<file path="config.mk">
export PLATFORM = sky130hd
export DESIGN_NAME = trap_entry_unit
export DESIGN_NICKNAME = d
export VERILOG_FILES = /design/src/rtl/trap_entry_pkg.sv /design/src/rtl/trap_target_ctrl.sv /design/src/rtl/trap_vector_gen.sv /design/src/rtl/trap_state_dpath.sv /design/src/rtl/trap_entry_unit.sv
export SDC_FILE = /design/constraint.sdc
export NUM_CORES = 1
export LEC_CHECK = 0
export BUFFER_PORTS_ARGS = -buffer_cell sky130_fd_sc_hd__buf_2
export CORE_MARGIN = 8
export CORE_UTILIZATION = 23
export DETAILED_ROUTE_END_ITERATION = 10
export GPL_TIMING_DRIVEN = 0
export PLACE_DENSITY = 0.57
export SYNTH_ARGS = -nofsm -noshare
export SYNTH_HDL_FRONTEND = slang
export SYNTH_SLANG_ARGS = --single-unit
</file>
<file path="constraint.sdc">
create_clock -name clk -period 5 [get_ports clk]
set_input_delay 0.25 -clock clk [delete_from_list [all_inputs] [get_ports clk]]
set_output_delay 0.25 -clock clk [all_outputs]
set_load 0.05 [all_outputs]
</file>
<file path="src/rtl/trap_entry_pkg.sv">
package trap_entry_pkg;

  typedef enum logic [1:0] {
    PRIV_U    = 2'd0,
    PRIV_S    = 2'd1,
    PRIV_RSVD = 2'd2,
    PRIV_M    = 2'd3
  } priv_e;

  // Strobes from control to datapath
  typedef struct packed {
    logic takeM;
    logic takeS;
    logic takeNmi;
    logic doResume;
    logic badResume;
  } trapStrobes_t;

endpackage

</file>
<file path="src/rtl/trap_target_ctrl.sv">
module trap_target_ctrl
  import trap_entry_pkg::*;
#(
  parameter int CODE_W = 4,
  localparam int DELEG_W = 1 << CODE_W
) (
  input  logic               trapValid,
  input  logic [CODE_W-1:0]  trapCode,
  input  logic               trapIsIrq,
  input  logic               trapIsNmi,
  input  logic [DELEG_W-1:0] midelegIn,
  input  logic [DELEG_W-1:0] medelegIn,
  input  logic               sModeImpl,
  input  logic [1:0]         curPriv,
  input  logic               nmiEnable,
  input  logic               resumeEn,
  input  logic [1:0]         resumePriv,
  output trapStrobes_t       strobes
);

  logic nmiAccept;
  logic normalTrap;
  logic delegBit;
  logic goSuper;
  logic anyTake;
  logic resumeLegal;

  always_comb begin
    nmiAccept   = trapValid && trapIsNmi && nmiEnable;
    normalTrap  = trapValid && !trapIsNmi;
    delegBit    = trapIsIrq ? midelegIn[trapCode] : medelegIn[trapCode];
    goSuper     = normalTrap && (curPriv != PRIV_M) && sModeImpl && delegBit;
    anyTake     = nmiAccept || normalTrap;
    resumeLegal = (resumePriv != PRIV_RSVD);

    strobes.takeNmi   = nmiAccept;
    strobes.takeS     = goSuper;
    strobes.takeM     = normalTrap && !goSuper;
    strobes.doResume  = resumeEn && !anyTake && resumeLegal;
    strobes.badResume = resumeEn && !anyTake && !resumeLegal;
  end

endmodule

</file>
<file path="src/rtl/trap_vector_gen.sv">
module trap_vector_gen
  import trap_entry_pkg::*;
#(
  parameter int XLEN = 32,
  parameter int CODE_W = 4,
  parameter logic [XLEN-1:0] NMI_VEC = '0
) (
  input  trapStrobes_t      strobes,
  input  logic [CODE_W-1:0] trapCode,
  input  logic              trapIsIrq,
  input  logic [XLEN-1:0]   mtvecIn,
  input  logic [XLEN-1:0]   stvecIn,
  output logic [XLEN-1:0]   handlerPc
);

  localparam logic [1:0] MODE_VECTORED = 2'd1;

  logic [XLEN-1:0] selVec;
  logic [XLEN-1:0] baseAddr;
  logic [XLEN-1:0] offset;

  always_comb begin
    selVec   = strobes.takeS ? stvecIn : mtvecIn;
    baseAddr = {selVec[XLEN-1:2], 2'b00};
    offset   = '0;
    if (selVec[1:0] == MODE_VECTORED && trapIsIrq)
      offset = XLEN'(trapCode) << 2;
    if (strobes.takeNmi)
      handlerPc = NMI_VEC;
    else
      handlerPc = baseAddr + offset;
  end

endmodule

</file>
<file path="src/rtl/trap_state_dpath.sv">
module trap_state_dpath
  import trap_entry_pkg::*;
#(
  parameter int XLEN = 32,
  parameter int CODE_W = 4,
  parameter logic [XLEN-1:0] RESET_VEC = '0
) (
  input  logic              clk,
  input  logic              rstN,
  input  trapStrobes_t      strobes,
  input  logic [CODE_W-1:0] trapCode,
  input  logic              trapIsIrq,
  input  logic [XLEN-1:0]   trapPc,
  input  logic [XLEN-1:0]   trapTval,
  input  logic              tjSecond,
  input  logic [XLEN-1:0]   tjPc,
  input  logic [XLEN-1:0]   handlerPc,
  input  logic [1:0]        resumePriv,
  input  logic              resumeMie,
  input  logic              resumeSie,
  input  logic              resumeMprv,
  input  logic              resumeNmie,
  input  logic              reserveSet,
  output logic [1:0]        curPriv,
  output logic              mie,
  output logic              mpie,
  output logic [1:0]        mpp,
  output logic              sie,
  output logic              spie,
  output logic              spp,
  output logic              mprv,
  output logic [XLEN-1:0]   mcause,
  output logic [XLEN-1:0]   mepc,
  output logic [XLEN-1:0]   mtval,
  output logic [XLEN-1:0]   scause,
  output logic [XLEN-1:0]   sepc,
  output logic [XLEN-1:0]   stval,
  output logic [XLEN-1:0]   nmiCause,
  output logic [XLEN-1:0]   nmiEpc,
  output logic [1:0]        nmiPrevPriv,
  output logic              nmiEnable,
  output logic              resvValid,
  output logic              tjCancel,
  output logic              redirectValid,
  output logic [XLEN-1:0]   redirectPc,
  output logic              privError
);

  localparam int PAD_W = XLEN - 1 - CODE_W;

  logic [XLEN-1:0] causeVal;
  logic [XLEN-1:0] epcVal;
  logic            anyTake;

  always_comb begin
    causeVal = {trapIsIrq, {PAD_W{1'b0}}, trapCode};
    epcVal   = tjSecond ? tjPc : trapPc;
    anyTake  = strobes.takeM || strobes.takeS || strobes.takeNmi;
  end

  // Privilege and status fields
  always_ff @(posedge clk) begin
    if (!rstN) begin
      curPriv     <= PRIV_M;
      mie         <= 1'b0;
      mpie        <= 1'b0;
      mpp         <= PRIV_U;
      sie         <= 1'b0;
      spie        <= 1'b0;
      spp         <= 1'b0;
      mprv        <= 1'b0;
      nmiPrevPriv <= PRIV_U;
      nmiEnable   <= 1'b1;
    end else if (strobes.takeNmi) begin
      nmiPrevPriv <= curPriv;
      nmiEnable   <= 1'b0;
      curPriv     <= PRIV_M;
    end else if (strobes.takeM) begin
      mpp     <= curPriv;
      mpie    <= mie;
      mie     <= 1'b0;
      curPriv <= PRIV_M;
    end else if (strobes.takeS) begin
      spp     <= curPriv[0];
      spie    <= sie;
      sie     <= 1'b0;
      curPriv <= PRIV_S;
    end else if (strobes.doResume) begin
      curPriv   <= resumePriv;
      mie       <= resumeMie;
      sie       <= resumeSie;
      mprv      <= resumeMprv;
      nmiEnable <= resumeNmie;
    end
  end

  // Trap record registers
  always_ff @(posedge clk) begin
    if (!rstN) begin
      mcause   <= '0;
      mepc     <= '0;
      mtval    <= '0;
      scause   <= '0;
      sepc     <= '0;
      stval    <= '0;
      nmiCause <= '0;
      nmiEpc   <= '0;
    end else begin
      if (strobes.takeM) begin
        mcause <= causeVal;
        mepc   <= epcVal;
        mtval  <= trapTval;
      end
      if (strobes.takeS) begin
        scause <= causeVal;
        sepc   <= epcVal;
        stval  <= trapTval;
      end
      if (strobes.takeNmi) begin
        nmiCause <= causeVal;
        nmiEpc   <= epcVal;
      end
    end
  end

  // Reservation, redirect and side strobes
  always_ff @(posedge clk) begin
    if (!rstN) begin
      resvValid     <= 1'b0;
      tjCancel      <= 1'b0;
      redirectValid <= 1'b1;
      redirectPc    <= RESET_VEC;
      privError     <= 1'b0;
    end else begin
      if (anyTake)
        resvValid <= 1'b0;
      else if (reserveSet)
        resvValid <= 1'b1;
      tjCancel      <= anyTake && tjSecond;
      redirectValid <= anyTake;
      if (anyTake)
        redirectPc <= handlerPc;
      privError <= strobes.badResume;
    end
  end

endmodule

</file>
<file path="src/rtl/trap_entry_unit.sv">
module trap_entry_unit
  import trap_entry_pkg::*;
#(
  parameter int XLEN = 32,
  parameter int CODE_W = 4,
  parameter logic [XLEN-1:0] RESET_VEC = 32'h0000_1000,
  parameter logic [XLEN-1:0] NMI_VEC = 32'h0000_0200,
  localparam int DELEG_W = 1 << CODE_W
) (
  input  logic               clk,
  input  logic               rstN,
  input  logic               trapValid,
  input  logic [CODE_W-1:0]  trapCode,
  input  logic               trapIsIrq,
  input  logic               trapIsNmi,
  input  logic [XLEN-1:0]    trapPc,
  input  logic [XLEN-1:0]    trapTval,
  input  logic               tjSecond,
  input  logic [XLEN-1:0]    tjPc,
  input  logic [DELEG_W-1:0] midelegIn,
  input  logic [DELEG_W-1:0] medelegIn,
  input  logic               sModeImpl,
  input  logic [XLEN-1:0]    mtvecIn,
  input  logic [XLEN-1:0]    stvecIn,
  input  logic               resumeEn,
  input  logic [1:0]         resumePriv,
  input  logic               resumeMie,
  input  logic               resumeSie,
  input  logic               resumeMprv,
  input  logic               resumeNmie,
  input  logic               reserveSet,
  output logic [1:0]         curPriv,
  output logic               mie,
  output logic               mpie,
  output logic [1:0]         mpp,
  output logic               sie,
  output logic               spie,
  output logic               spp,
  output logic               mprv,
  output logic [XLEN-1:0]    mcause,
  output logic [XLEN-1:0]    mepc,
  output logic [XLEN-1:0]    mtval,
  output logic [XLEN-1:0]    scause,
  output logic [XLEN-1:0]    sepc,
  output logic [XLEN-1:0]    stval,
  output logic [XLEN-1:0]    nmiCause,
  output logic [XLEN-1:0]    nmiEpc,
  output logic [1:0]         nmiPrevPriv,
  output logic               nmiEnable,
  output logic               resvValid,
  output logic               tjCancel,
  output logic               redirectValid,
  output logic [XLEN-1:0]    redirectPc,
  output logic               privError
);

  trapStrobes_t    strobes;
  logic [XLEN-1:0] handlerPc;

  trap_target_ctrl #(.CODE_W(CODE_W)) u_ctrl (
    .trapValid (trapValid),
    .trapCode  (trapCode),
    .trapIsIrq (trapIsIrq),
    .trapIsNmi (trapIsNmi),
    .midelegIn (midelegIn),
    .medelegIn (medelegIn),
    .sModeImpl (sModeImpl),
    .curPriv   (curPriv),
    .nmiEnable (nmiEnable),
    .resumeEn  (resumeEn),
    .resumePriv(resumePriv),
    .strobes   (strobes)
  );

  trap_vector_gen #(.XLEN(XLEN), .CODE_W(CODE_W), .NMI_VEC(NMI_VEC)) u_vec (
    .strobes  (strobes),
    .trapCode (trapCode),
    .trapIsIrq(trapIsIrq),
    .mtvecIn  (mtvecIn),
    .stvecIn  (stvecIn),
    .handlerPc(handlerPc)
  );

  trap_state_dpath #(.XLEN(XLEN), .CODE_W(CODE_W), .RESET_VEC(RESET_VEC)) u_dpath (
    .clk          (clk),
    .rstN         (rstN),
    .strobes      (strobes),
    .trapCode     (trapCode),
    .trapIsIrq    (trapIsIrq),
    .trapPc       (trapPc),
    .trapTval     (trapTval),
    .tjSecond     (tjSecond),
    .tjPc         (tjPc),
    .handlerPc    (handlerPc),
    .resumePriv   (resumePriv),
    .resumeMie    (resumeMie),
    .resumeSie    (resumeSie),
    .resumeMprv   (resumeMprv),
    .resumeNmie   (resumeNmie),
    .reserveSet   (reserveSet),
    .curPriv      (curPriv),
    .mie          (mie),
    .mpie         (mpie),
    .mpp          (mpp),
    .sie          (sie),
    .spie         (spie),
    .spp          (spp),
    .mprv         (mprv),
    .mcause       (mcause),
    .mepc         (mepc),
    .mtval        (mtval),
    .scause       (scause),
    .sepc         (sepc),
    .stval        (stval),
    .nmiCause     (nmiCause),
    .nmiEpc       (nmiEpc),
    .nmiPrevPriv  (nmiPrevPriv),
    .nmiEnable    (nmiEnable),
    .resvValid    (resvValid),
    .tjCancel     (tjCancel),
    .redirectValid(redirectValid),
    .redirectPc   (redirectPc),
    .privError    (privError)
  );

endmodule

</file>
==> results.txt, run 1 <==
The initial utilization of the core area, before any placement, comes to 23.3%. For the fraction of power consumed by the clock network, the log shows 40.4%. The horizontal extent of the die is 230 um, and the synthesized area is 10500 um2. The Yosys step of the flow raised 0 warnings. Entering global routing, the biggest net connects 14 pins.

The cell depth of the worst min-delay path was 3; the worst path arrival time was 5240 ps. CTS placed an instance of clkbuf_16 at the clock tree root. The worst pin sits at a relative slew slack of 28.6%. The tools report the clock skew after layout as 17.7 ps. Hold-critical path endpoint: u_dpath.redirectPc[26]. The final critical delay including setup and external delays works out to 4750 ps. The ratio of cells with drive above 1 in the final layout came out at 33.5%.

The number of distinct library cells after synthesis is 53, and the path depth of the worst reg2reg path is 19. In this run the cell area measured after placement is 13700 um2. At the end of the flow, the number of nets in the layout was 1986.

The final antenna-violating net count was 0. In this run, synthesis inferred 0 flip-flops with an integrated enable. The number of antenna violations at the first check in global routing is 6, and the number of pins with negative max-slew slack in the final report is 0. Clock tree synthesis inserted a total of 26 buffers. The clock net in this run drives a total of 222 sinks. The net switching component of the power was 1.58 mW; the slack of the worst reg-to-reg path was 510 ps. The logs give 0 for the number of hold violations in the final report and 0.894 for the weighted congestion at the end of routability-driven global placement.

In the synthesized netlist the async set-or-reset flop fraction comes to 0%. The count of filler cells inserted in the layout came out at 4830. For the pin with the worst max-slew slack, the measured transition is 1060 ps. From bottom edge to top edge, the die measures 230 um. The run gives 21.0% as the part of the power in combinational logic. The tools report the wire length on met3 as 4.07 mm. The reg-to-reg critical path startpoint is u_dpath.curPriv[0].

The synthesized area divided by synthesized cell count is 8.86 um2. The critical path class is input pin to flop. The placeable core region is 45300 um2. The sequential share of power was 38.5%; the sum of negative setup slack was 0 ps.

For this design the ratio of total power to cell area is 326 nW/um2. In the post-synthesis netlist, the biggest area contributors are dfxtp_1, nand2_1, o211a_1. Dividing the detail-routed wire length by the instance count gives 20.0 um. Global routing finished with a remaining overflow of 0. The terminus of the critical flop-to-flop path was u_dpath.redirectPc[22].

The wire-length estimate of the detail-placed layout is 39.1 mm. Of all cell types, the one taking the most synthesized area is dfxtp_1. The worst setup path is captured at a flop. The cell count after synthesis came out at 1191.

In this run the worst path has a maximum fanout of 10. The run finished with clean final reports. Compared with the post-synthesis result, the final layout area differs by 43.0%.

516 I/O pins were placed. Clock latency on the worst-skew pair, taken at its later pin, is 560 ps. The detailed-route via count is 10.6k, and the worst endpoint required time is 5490 ps. The via density per instance was 4.42.

In this run the static leakage power is 7.99 nW. The setup slack after layout is 252 ps. The dominant register cell in the synthesized netlist is dfxtp_1. The tools report the internal power component as 3.33 mW. Power comes to 4.91 mW. The run gives 2391 as the post-route non-filler standard cell count.

Setup repair after global routing left no endpoint under its margin. Global routing used 17.2% of the available tracks across all layers. For this block, wires on met1 add up to 19.0 mm. The share of the Yosys chip area taken by registers is 42.1%. The first global-routing pass estimated 70.1 mm of wire. Prior to clock tree synthesis, the placed netlist has a worst setup slack of -1070 ps.

The run gives 0 as the max-capacitance violation count. The share of the synthesized area in the top cell type is 42.1%. Depth of the CTS H-tree: 1.

The achievable clock frequency was 0.211 GHz. The maximum number of buffers from clock root to sink came out at 3. The die covers 53000 um2. The number of instances in the placed design was 2301; the net switching share of the total power was 32.2%. Summed over all nets, wire length on met2 after detailed routing comes to 23.3 mm.

The highest metal layer carrying signal wires in the routed design is met5. During placement, the flow inserted port buffers numbering 428. The detailed router finished its first iteration with 430 violations. The via count of the first global-routing pass came out at 11.0k. In this run the worst hold path is classified as input pin to flop. The tools report the startpoint class of the critical path as an input pin.

For the number of detailed-routing iterations run before antenna repair, the log shows 5. Clock-pin slew was measured on the worst setup and hold paths at 60 ps. The final critical-path share of the clock period was 95.0%; the number of core rows was 78. Setup violations remaining at the end of the flow were counted as 0.

TritonCTS built the clock tree. The logs give 15100 um2 for the cell area after layout and 0 for the number of remaining DRC errors. Summed over all layers, the routed wires come to 47.9 mm.

The startpoint identified for the worst hold timing path is stvecIn[26]. Counting flops and latches in the post-synthesis netlist gives 222. The worst-case IR drop observed on VDD is 245 uV.
-- repair_timing --
action,4_1_cts,5_1_grt
gates resized for setup,3,6
hold buffers,41,0
setup endpoints to repair,15,12
pin swaps,0,1
endpoints found under the hold margin,72,0
setup buffers,0,2
-- metrics by stage --
step | hold WS, ps | util (%)
finish | 48.8 | 33.3
global route | 32.4 | 33.3
CTS | 10.3 | 33.2
detailed placement | 452 | 30.4
global placement | 439 | 30.4
floorplan | 366 | -
-- flip-flops by register name, indices dropped and copies added (netlist names), 2 cells and up --
| register | cells |
|---|---|
| u_dpath.nmiPrevPriv | 2 |
| u_dpath.redirectPc | 30 |
| u_dpath.mtval | 32 |
| u_dpath.sepc | 32 |
| u_dpath.stval | 32 |
| u_dpath.nmiEpc | 32 |
| u_dpath.nmiCause | 5 |
| u_dpath.mpp | 2 |
| u_dpath.mcause | 5 |
| u_dpath.curPriv | 2 |
| u_dpath.mepc | 32 |
| u_dpath.scause | 5 |
-- power by group through the flow --
stage          sequential [mW]  clock [mW]  combinational (mW)
6_report                  1.89        1.98                1.03
5_1_grt                   1.90        2.11                1.09
4_1_cts                   1.89        2.04                1.04
3_5_place_dp              1.93           0                1.01
3_3_place_gp              1.93           0                1.00
2_1_floorplan             2.19           0               0.427
-- cell usage after synthesis (all sizes together) (10+ instances only) --
master	instances
and3	13
o211a	97
nand3	19
a21boi	88
xor2	16
nand4	11
inv	10
clkbuf	59
dfxtp	222
nor3	12
nand2	347
a32o	17
buf	112
xnor2	28
mux2i	43
o21ai	11
-- worst max-delay path by stage --
stage	from	end	slack (ps)
after floorplan	trapCode[0]	u_dpath.redirectPc[13]	780
after global placement	trapCode[0]	u_dpath.redirectPc[13]	-1040
after detailed placement	trapCode[0]	u_dpath.redirectPc[25]	-1070
after CTS	trapCode[2]	u_dpath.redirectPc[30]	10
after global routing	trapCode[0]	u_dpath.redirectPc[31]	5
final	trapCode[1]	u_dpath.redirectPc[31]	250
-- kinds of logic (layout without fill, tap and decap cells) --
group	Yosys count	in the layout	synth area share (%)
simple gates	448	448	18.2
mux	52	52	5.82
fa+ha+maj	5	5	0.664
buf+inv	181	697	9.96
xor+xnor	44	44	3.65
flops	222	222	42.1
other cells	1	85	0.0356
compound gates	238	238	19.5
-- per-layer routing --
| layer | vias up | GRT usage, % |
|---|---|---|
| met5 | - | 0 |
| met4 | 6 | 5.90 |
| met3 | 82 | 5.66 |
| met2 | 448 | 30.3 |
| met1 | 4944 | 19.1 |
| li1 | 5099 | - |
-- worst max-delay path: stages --
cell,delay [ps]
buf_2,160
buf_2,360
mux4_1,360
mux2_2,320
a221o_1,420
o211ai_2,160
clkbuf_4,330
buf_4,300
mux2i_1,350
inv_1,90
ha_1,290
a21o_1,110
a21oi_1,100
o21bai_1,680
nand3_1,250
or3_1,420
nand3_1,110
a32o_1,170
-- final cells by class --
cell class	count	area, um2	area share [%]
multi-input combinational	870	5380	35.7
sequential	222	4440	29.5
timing repair buffer	471	2570	17.0
buffer	169	1010	6.72
clock buffer	41	787	5.22
tap	600	751	4.98
clock inverter	6	96.3	0.639
inverter	10	37.5	0.249
antenna	2	5.00	0.0332
-- placed cells by master (no fill, tap or decap), types with 3 or more instances in the layout --
cell type and count:
buf_2 447, ha_1 4, o211a_1 96, buf_4 93
xor2_1 16, and2_1 5, a32o_1 17, clkbuf_1 62
o21ai_0 11, nand2_1 347, and4_1 6, dlygate4sd3_1 41
nand2b_1 3, nor2b_1 4, nand3_1 19, a21boi_0 88
nor2_1 6, clkbuf_16 26, mux2i_1 43, nor3_1 12
or3_1 4, clkbuf_8 8, nor4b_1 5, and3_1 13
inv_1 10, o221ai_1 3, nor3b_1 6, xnor2_1 28
dfxtp_1 222, a21oi_1 4, mux4_2 6, conb_1 83
nand4_1 11
(Power assumes the default switching activity.)
==> run 2, diff against run 1 <==
--- a/config.mk
+++ b/config.mk
@@ -11,6 +11,7 @@
 export DETAILED_ROUTE_END_ITERATION = 10
 export GPL_TIMING_DRIVEN = 0
 export PLACE_DENSITY = 0.57
+export RECOVER_POWER = 50
 export SYNTH_ARGS = -nofsm -noshare
 export SYNTH_HDL_FRONTEND = slang
 export SYNTH_SLANG_ARGS = --single-unit
==> results.txt, run 2 (same netlist as run 1, synthesis figures left out) <==
The tools report the count of filler cells inserted in the layout as 4934 (was 4830). The detailed-route wire length per cell was 20.0 um (about the same). The final critical delay including setup and external delays is 4740 ps (was 4750 ps).

The global routing usage on met3 was 5.66% (unchanged). Critical path class: input pin to flop (unchanged). The worst min-delay path category is input pin to flop (unchanged). The die area is 53000 um2 (unchanged). The tools report the number of top-level design ports as 516 (unchanged).

The tools report the number of antenna violations at the first check in global routing as 6 (unchanged). The number of pins with negative max-slew slack in the final report is 0 (unchanged). The clock transition at the register clock pins on the worst setup and hold paths after CTS was 70 ps (was 60 ps). The TritonCTS sink count is 222 (unchanged).

Kind of capture point of the worst setup path: a flop (unchanged). For the global routing usage summed across all routing layers, the log shows 17.2% (unchanged). The tools report the number of buffers created by CTS as 26 (unchanged). Most common cell after layout, fill and taps aside: nand2_1 (was buf_2). The count of nets after finishing is 1986 (unchanged), and the detailed-route via count is 10.6k (unchanged). The transition time at the pin with the least slew margin is 1050 ps (was 1060 ps).

The logs give 5380 um2 (unchanged) for the footprint of the multi-input gates and 29.4% (was 28.6%) for the normalized max-slew margin. The run finished with clean final reports. The number of core rows was 78 (unchanged). The largest net degree at the start of global routing is 14 (unchanged).

The post-route non-filler standard cell count was 2391 (unchanged); the height of the chip was 230 um (unchanged). The final antenna-violating net count was 0 (unchanged); the max-capacitance violation count was 0 (unchanged). The tools report the detailed placer's ending HPWL as 39.1 mm (unchanged). Library cell used as clock root buffer: clkbuf_16 (unchanged). The tools report the met2 demand-to-capacity share in global routing as 30.3% (unchanged).

The ratio of cells with drive above 1 in the final layout is 21.1% (was 33.5%). The via density per instance was 4.42 (unchanged); the starting density of the core was 23.3% (unchanged). First-iteration detailed-routing DRC count: 434 (was 430). The logs give 2301 (unchanged) for the number of instances in the placed design and 3 (unchanged) for the maximum number of buffers from clock root to sink.

The residual overflow from global routing came out at 0 (unchanged). The startpoint class of the critical path is an input pin (unchanged). The final critical-path share of the clock period is 94.9% (was 95.0%). TritonCTS built the clock tree.

For the area occupied by registers, the log shows 4440 um2 (unchanged). The count of final setup violators is 0 (unchanged). Worst endpoint required time: 5490 ps (about the same). The placeable core region was 45300 um2 (unchanged); the clock skew after layout was 17.0 ps (was 17.7 ps). Most used cells in the layout excluding fill and tap cells: nand2_1, clkbuf_1, buf_2, dfxtp_1, o211a_1 (was buf_2, nand2_1, dfxtp_1, o211a_1, buf_4). The overall routed net length was 47.9 mm (about the same).

The achievable clock frequency was 0.211 GHz (about the same); the tightest hold margin was 45.5 ps (was 48.8 ps). The horizontal extent of the die works out to 230 um (unchanged). The power density over the cells works out to 330 nW/um2 (was 326 nW/um2). The tools report the share of the core filled with cells as 32.7% (was 33.3%). The clock latency reported for the late side of the worst-skew pair is 560 ps (about the same), and the number of detailed-routing iterations run before antenna repair is 4 (was 5). Weighted congestion at the end of routability-driven global placement: 0.894 (unchanged). The number of buffers added on ports was 428 (unchanged).

The reported leakage power is 7.08 nW (was 7.99 nW). The largest vdd supply drop was 244 uV (was 245 uV); the layout-stage area growth over the synthesis result was 40.3% (was 43.0%). The number of remaining DRC errors came out at 0 (unchanged). The global routing usage on met1 is 19.1% (unchanged), and the depth of the CTS H-tree is 1 (unchanged). The logs give 70.1 mm (unchanged) for the global-route wire length before repair and 5230 ps (was 5240 ps) for the worst path arrival time. The via count of the first global-routing pass is 11.0k (unchanged), and the maximum net fanout on the critical path is 10 (unchanged). Setup repair after global routing left no endpoint under its margin. The number of hold violations in the final report is 0 (unchanged), and the post-layout total power is 4.89 mW (was 4.91 mW).

The most heavily used metal layer in global routing was met2 (unchanged).
==> run 2: through the flow <==
stage               worst slack, ps  setup TNS, ps  cell area (um2)
floorplan                       781              0            10900
global placement              -1040         -17210            13700
detailed placement            -1070         -18140            13700
CTS                            10.7              0            15000
global route                   5.00              0            14800
finish                          257              0            14800
==> run 2: repair_timing <==
item	4_1_cts	5_1_grt
setup buffers	0	2
hold endpoints to repair	72	0
gates resized for setup	3	6
setup endpoints to repair	15	12
pin swaps	0	1
hold buffers	41	0
==> run 2: layout make-up <==
cell class,instances,share of cell area (%)
Multi-Input combinational cell,870,36.3
Sequential cell,222,30.0
Timing Repair Buffer,471,15.5
Buffer,169,6.85
Clock buffer,41,5.32
Tap cell,600,5.07
Clock inverter,6,0.651
Inverter,10,0.254
Antenna cell,2,0.0338
==> run 2: final timing paths <==
| kind | startpoint | to | slack (ps) | cells past startpoint |
|---|---|---|---|---|
| hold reg to reg | u_dpath.mtval[7] | u_dpath.mtval[7] | 460 | 2 |
| setup reg to reg | u_dpath.curPriv[0] | u_dpath.redirectPc[22] | 490 | 19 |
| setup / recovery | trapCode[1] | u_dpath.redirectPc[31] | 260 | 18 |
| hold / removal | stvecIn[26] | u_dpath.redirectPc[26] | 50 | 3 |
==> run 2: critical path, stage by stage <==
cell	delay, ps
buf_2	160
buf_2	350
mux4_1	360
mux2_2	320
a221o_1	420
o211ai_2	160
clkbuf_4	330
buf_4	300
mux2i_1	350
inv_1	90
ha_1	290
a21o_1	110
a21oi_1	100
o21bai_1	680
nand3_1	250
or3_1	420
nand3_1	120
a32o_1	170
==> run 2: report_power, final <==
part / switching (mW) / leakage [nW] / internal [mW]
logic: 0.728 / 4.84 / 0.282
registers: 0.0470 / 1.81 / 1.85
clock network: 0.806 / 0.426 / 1.18
total: 1.58 / 7.08 / 3.31
==> run 2: layer usage <==
metal	vias to the layer above	wire [um]
li1	5093	-
met1	4921	18800
met2	475	23300
met3	84	4230
met4	6	1540
met5	-	41
